$ cat src/rtl/deser_pkg.sv
`timescale 1ns/1ps
package deser_pkg;
  // Strobes from control to datapath
  typedef struct packed {
    logic load;   // word boundary: capture framed word, pulse valid
    logic flush;  // clear history and output
  } ctrlStrobe_t;

  // Double-rate slip steps, in bit positions
  localparam int DDR_BACK_STEP = 1;
  localparam int DDR_FWD_STEP  = 3;
endpackage

$ cat src/rtl/deser_ctrl.sv
`timescale 1ns/1ps
module deser_ctrl #(
  parameter int W = 8,
  localparam int OFF_W = $clog2(W)
) (
  input  logic                    clk,
  input  logic                    rst,
  input  logic                    ddrMode,
  input  logic                    slipReq,
  output deser_pkg::ctrlStrobe_t  strobes,
  output logic [OFF_W-1:0]        offset
);
  import deser_pkg::*;

  logic [OFF_W-1:0] bitCnt;
  logic             ddrPhase;   // 0: next DDR slip steps back, 1: steps forward
  logic             modeDdr;    // mode captured during reset
  logic             wordEdge;
  logic             slipTaken;
  logic [OFF_W-1:0] stepNext;

  assign wordEdge  = (bitCnt == OFF_W'(W - 1));
  assign slipTaken = wordEdge && slipReq;   // one slip per boundary

  always_comb begin
    if (modeDdr) begin
      if (ddrPhase) stepNext = offset + OFF_W'(DDR_FWD_STEP);   // left by three
      else          stepNext = offset - OFF_W'(DDR_BACK_STEP);  // right by one
    end else begin
      stepNext = offset + OFF_W'(1);                             // left by one
    end
  end

  always_ff @(posedge clk) begin
    if (rst) begin
      bitCnt   <= '0;
      offset   <= '0;
      ddrPhase <= 1'b0;
      modeDdr  <= ddrMode;
    end else begin
      bitCnt <= bitCnt + OFF_W'(1);
      if (slipTaken) begin
        offset <= stepNext;
        if (modeDdr) ddrPhase <= ~ddrPhase;
      end
    end
  end

  assign strobes.load  = wordEdge && !rst;
  assign strobes.flush = rst;
endmodule

$ cat src/rtl/deser_datapath.sv
`timescale 1ns/1ps
module deser_datapath #(
  parameter int W = 8,
  localparam int OFF_W  = $clog2(W),
  localparam int HIST_W = 2 * W - 2
) (
  input  logic                   clk,
  input  deser_pkg::ctrlStrobe_t strobes,
  input  logic [OFF_W-1:0]       offset,
  input  logic                   serIn,
  output logic [W-1:0]           wordOut,
  output logic                   wordValid
);
  logic [HIST_W-1:0] hist;      // older bits, newest in bit 0
  logic [HIST_W:0]   window;    // history plus the bit on the line now
  logic [OFF_W-1:0]  selBase;
  logic [W-1:0]      framed;

  assign window = {hist, serIn};
  // A left rotation by k picks the window that starts (W-k) mod W bits earlier
  assign selBase = OFF_W'(0) - offset;
  assign framed  = window[selBase +: W];

  always_ff @(posedge clk) begin
    if (strobes.flush) begin
      hist      <= '0;
      wordOut   <= '0;
      wordValid <= 1'b0;
    end else begin
      hist      <= window[HIST_W-1:0];
      wordValid <= strobes.load;
      if (strobes.load) wordOut <= framed;  // uses offset before update
    end
  end
endmodule

$ cat src/rtl/deser_bitslip.sv
`timescale 1ns/1ps
module deser_bitslip #(
  parameter int W = 8
) (
  input  logic         clk,
  input  logic         rst,
  input  logic         serIn,
  input  logic         ddrMode,
  input  logic         slipReq,
  output logic [W-1:0] wordOut,
  output logic         wordValid
);
  localparam int OFF_W = $clog2(W);

  deser_pkg::ctrlStrobe_t ctrlBus;
  logic [OFF_W-1:0]       offsetBus;

  deser_ctrl #(.W(W)) uCtrl (
    .clk     (clk),
    .rst     (rst),
    .ddrMode (ddrMode),
    .slipReq (slipReq),
    .strobes (ctrlBus),
    .offset  (offsetBus)
  );

  deser_datapath #(.W(W)) uPath (
    .clk       (clk),
    .strobes   (ctrlBus),
    .offset    (offsetBus),
    .serIn     (serIn),
    .wordOut   (wordOut),
    .wordValid (wordValid)
  );
endmodule

$ cat config.mk
export PLATFORM = sky130hd
export DESIGN_NAME = deser_bitslip
export DESIGN_NICKNAME = d
export VERILOG_FILES = /design/src/rtl/deser_pkg.sv /design/src/rtl/deser_ctrl.sv /design/src/rtl/deser_datapath.sv /design/src/rtl/deser_bitslip.sv
export SDC_FILE = /design/constraint.sdc
export NUM_CORES = 1
export LEC_CHECK = 0
export ABC_AREA = 1
export BUFFER_PORTS_ARGS = -buffer_cell sky130_fd_sc_hd__buf_2
export CAP_MARGIN = 0
export CORE_ASPECT_RATIO = 1.5
export CORE_MARGIN = 2
export CORE_UTILIZATION = 40
export DETAILED_ROUTE_END_ITERATION = 6
export PLACE_DENSITY = 0.64
export SETUP_SLACK_MARGIN = 0.3
export SYNTH_ARGS = -nofsm -noshare
export SYNTH_HDL_FRONTEND = slang
export SYNTH_SLANG_ARGS = --single-unit
$ cat constraint.sdc
create_clock -name clk -period 1.7 [get_ports clk]
set_input_delay 0.34 -clock clk [delete_from_list [all_inputs] [get_ports clk]]
set_output_delay 0.34 -clock clk [all_outputs]
set_load 0.005 [all_outputs]
**Word-level counts from Yosys, hierarchy flattened**

Index checks and enable logic that the tools add are counted.

- Add/subtract/negate cells: 5
- Multiplexer cells: 2
- Bitwise logic cells: 1
- Eq/ne operators: 1
- Reductions and logical operators: 4
- Shifts and indexed selects: 1

Operators with widths:

| cell | number |
|---|---|
| variable part select 15 x 4 -> 8 bit | 1 |
| adder 3 x 1 -> 3 bit, second input constant | 2 |
| two-way mux 3 bit | 2 |
| adder 3 x 2 -> 3 bit, second input constant | 1 |
| equality test 3 bit, second input constant | 1 |
| subtractor 1 x 3 -> 3 bit, first input constant | 1 |
| subtractor 3 x 1 -> 3 bit, second input constant | 1 |
| logical AND 1 bit | 2 |
| AND reduction 2 bit | 1 |
| zero test 1 bit | 1 |
| NOT 1 bit | 1 |

- Bits of input ports: 5
- Register bits after elaboration: 31
- Output and inout bits: 9
- Logic and storage cells: 21

**Logic depth before layout (Yosys ltp)**

- Depth after elaboration: 3
- Gate-level depth with buffers: 11
- Mapped depth without buffers: 10

**By module**

From an unflattened synthesis, not the netlist that was laid out.

- Cells, all modules: 225
- Area total of the unflattened synthesis: 1501.4 um^2

By module, submodules not included:

| module | sequential area each (um^2) | cells an instance | instances | area each (um^2) |
|---|---|---|---|---|
| deser_datapath | 460.4 | 181 | 1 | 1143.6 |
| deser_ctrl | 170.2 | 44 | 1 | 357.8 |

**Least setup slack after synthesis**

OpenSTA, ideal clock, no wires.

- Kind: reg-to-reg
- From: register uCtrl.offset[0]
- To: register uPath.wordOut[1]
- Buffers on the path: 2
- Data required time: 1.568 ns
- Data arrival time: 1.563 ns
- Setup time: 0.132 ns
- Stages on the path, launching flop included: 11
- Setup slack: 0.005 ns
- Cell sequence: dfxtp_1 inv_2 buf_6 ha_1 inv_2 buf_2 nand3_1 nand3_1 nand2_1 nand2_1 a21oi_2

- Word-level cells in the longest chain between the ends: 2

Ends and longest elaborated chain:

| element | line | source |
|---|---|---|
| from (decl) | deser_ctrl.sv:11 | `output logic [OFF_W-1:0] offset` |
| from (signal assigned) | deser_ctrl.sv:43 | `offset <= stepNext;` |
| subtractor 1 x 3 -> 3 bit | deser_datapath.sv:21 | `assign selBase = OFF_W'(0) - offset;` |
| variable part select 15 x 4 -> 8 bit | deser_datapath.sv:22 | `assign framed = window[selBase +: W];` |
| to (signal assigned) | deser_datapath.sv:32 | `if (strobes.load) wordOut <= framed;` |
| to (decl) | deser_datapath.sv:11 | `output logic [W-1:0] wordOut,` |

Every way passes these cells.
A chain may end at the register's enable or synchronous reset.

**Worst setup path after layout**

- From: register uCtrl.offset[0]
- To: register uPath.wordOut[0]

Same word-level chain as after synthesis.

==> summary.md <==
| Metric | Value |
|---|---|
| Lkg Pwr | around 0.00079 uW |
| Largest net degree at the start of global routing | 23 |
| Placed Cells | around 260 |
| WHS Path Cells | 1 |
| Die width | 53.7 um |
| Setup ws final | between 0.3 and 0.4 ns |
| Residual DRC | 0 |
| RSZ-0062 raised after global routing | true |
| Initial drt markers | 42 |
| Inserted Diodes | 0 |
| CTS tree | done |
| Total GRT Usage | 0.173 |
| Worst-skew pair later-pin latency | slightly below 0.3 ns |
| Crit path kind | flop to flop |
| Layout cells sized above 1 | 0.278 |
| Worst Reg-to-Reg Cells | 8 |
| R2R Setup Slk | about 0.37 ns |
| Post-synth cell types | 24 |
| Sequential share of the synthesized area | 0.425 |
| Crit-path max FO | 6 |
| First-pass GRT wire length | ~5300 um |
| Die height | around 79 um |
| Yosys warnings | 0 |
| Die area | 4220 um^2 |
| Setup TNS | 0 ns |
| Area grow syn2layout | 21.5% |
| Syn Area/Cell | 7.30 um^2 |
| Final HPWL DP | ~2300 um |
| Setup Viol. Count Final | 0 |
| Total global routing overflow | 0 |
| Crit-path leading delay family | flip-flops |
| Worst hold slack | 0.224 ns |
| P per Cell Area | 778 nW/um^2 |
| Crit end category | flop |
| Crit Reg-Reg Startpoint | uCtrl.offset[0] |
| Commonest register cell after synthesis | dfxtp_1 |
| Synth top area cells | dfxtp_1 41%, nand2_1 14%, nand3_1 12%, inv_1 6.3%, nor2_1 4.3% |
| Synth Cell Area | approximately 1500 um^2 |
| Total power | approximately 1400 uW |
| Final Hold Viols | 0 |
| Top cell by count, worst path | nand3_1 |
| Min cycle time layout | 1.33 ns |
| Slew Viols, Final | 0 |
| Final WL | 3220 um |
| Site row count | 27 |
| EDFF count, synth | 1 |
| Drt pass-1 iters | 4 |
| Worst-path clk slew | 0.07 ns |
| Nets | ~240 |
| Dominant cell type by area after synthesis | dfxtp_1 |
| Max-Cap Viols | 0 |
| Vias in the first global route | roughly 1.3k |
| Pre-CTS setup slack | roughly 0.20 ns |
| CTS max path bufs | 2 |
| Number of synthesized register bits | 31 |
| Share of flip-flops with an asynchronous set or reset | 0 |
| Startpoint Class | flop |
| Status | finished clean |
| Achievable frequency | between 0.7 and 0.8 GHz |
| Final Skew | 0.00916 ns |
| Io pins | 14 |
| CTS Root Cell | clkbuf_8 |
| Worst path cell trace | inv_4, ha_4, buf_6, nand3_1, nand3_1, nand2_1, nand2_2, a21oi_2 |
| Max incr delay on CP | ~0.37 ns |
| DR WL/cell | ~12 um |
| Worst Tran Pin Value | around 0.24 ns |
| Fin crit share | 0.785 |
| Vias per inst | 5.06 |
| H-Tree Depth | 2 |
| Core area | about 3600 um^2 |
| WHS Endpoint | uCtrl.modeDdr |
| Antenna-violating nets left | 0 |
| Top cell type's share of synthesized area | 0.405 |
| TritonCTS Buffers | 5 |
| Post-synthesis cell count | between 200 and 250 |
| Routability cong. | approximately 0.84 |
| Port Buf Inserts | 13 |
| Initial antenna violation count | 0 |
| Critical path's slowest cell | dfxtp_4 |
| RR Endpoint | uPath.wordOut[0] |
| Post-synth top cells | 54 x nand2_1, 35 x nand3_1, 30 x dfxtp_1 |
| Critical path arrival | ~1.5 ns |
| Clock Sinks | 31 |
| Post-Syn Nets | about 210 |
| Worst EP required | 1.86 ns |
| Slew HR | 0.840 |
| Max VDD drop | just under 0.4 mV |
| Worst min path class | input port to flop |
| Most common cell in the netlist | nand2_1 |
| Starting Density | 0.410 |
| DR vias | between 1k and 1.5k |
| CP Buf/Inv Count | 2 |
| Post-CTS Hold Buffers | 0 |
| HP Start | ddrMode |
| Fin cells | 270 |
[how the worst max path moves through the flow]
stage,startpoint,end,slack (ns),depth (start not counted)
5_1_grt,uCtrl.offset[0],uPath.wordOut[3],0.27,8
3_3_place_gp,uCtrl.offset[0],uPath.wordOut[1],0.21,8
3_5_place_dp,uCtrl.offset[0],uPath.wordOut[1],0.20,8
6_report,uCtrl.offset[0],uPath.wordOut[0],0.37,8
4_1_cts,uCtrl.offset[1],uPath.wordOut[1],0.31,8
2_1_floorplan,uCtrl.offset[0],uPath.wordOut[1],0.28,10
[registers in the layout, summed over array words and instances (netlist names)]
signal           flops
uCtrl.offset         3
uCtrl.ddrPhase       1
uCtrl.bitCnt         3
uPath.hist          14
uPath.wordValid      1
uPath.wordOut        8
uCtrl.modeDdr        1
[metrics by stage]
| step | util | cell area [um^2] |
|---|---|---|
| final | 0.498 | 1800 |
| after global routing | 0.498 | 1800 |
| after CTS | 0.472 | 1710 |
| after detailed placement | 0.443 | 1600 |
| after global placement | 0.443 | 1600 |
| after floorplan | - | 1520 |
[per-layer routing]
layer | share of wire | track usage | vias up
met5 | 0 | 0 | -
met2 | 0.53 | 0.287 | 32
met1 | 0.39 | 0.181 | 629
met4 | 0.043 | 0.123 | 0
met3 | 0.040 | 0.0437 | 13
li1 | - | - | 692
[worst reg2reg max path: stages (launching register included)]
cell	delay, ns
dfxtp_4	0.37
inv_4	0.06
ha_4	0.32
buf_6	0.13
nand3_1	0.10
nand3_1	0.08
nand2_1	0.07
nand2_2	0.06
a21oi_2	0.04
[cell usage in the layout, fill, tap and decap left out]
master     n
nor2_8     1
nor2_1    17
a21oi_1    5
a21oi_2    4
o21ai_2    1
clkbuf_8   6
inv_6      2
o21ai_0    5
o21ai_1    1
nand3b_1   1
a31oi_1    1
buf_4      8
buf_6      1
clkbuf_1   1
nand2_2    5
fa_2       1
inv_1     21
nand2_1   51
clkinv_2   2
nand3_2   10
nand2_4    2
dfxtp_4    1
nand3_1   30
inv_2      3
dfxtp_1   29
inv_4      1
buf_2     13
edfxtp_1   1
ha_1       1
ha_2       1
ha_4       1
[cell families after synthesis]
family	share of synthesized area
AND/OR/NAND/NOR	0.366
buffers and inverters	0.101
flip-flops	0.425
AO/OA/AOI/OAI	0.0683
adder cells (fa/ha/maj)	0.0388
[final cells by class]
type	count	area (um^2)
flip-flops and latches	31	634
multi-input cells	138	767
clock inverters	1	5.00
well taps	43	53.8
clock buffers	7	86.3
fillers	379	1810
inverters	28	119
repair buffers	22	136
[where the power goes]
group          internal [uW]  switching [uW]  total [uW]
registers                742            7.40         749
logic                   27.7            43.6        71.3
clock network            326             255         581
[timing repair]
action,4_1_cts,5_1_grt
setup endpoints to repair,9,9
cloned,0,1
gates resized for setup,4,18
pin swaps,0,5
endpoints found under the hold margin,0,0
setup buffers,1,5
Power figures use the tool's default switching activity.
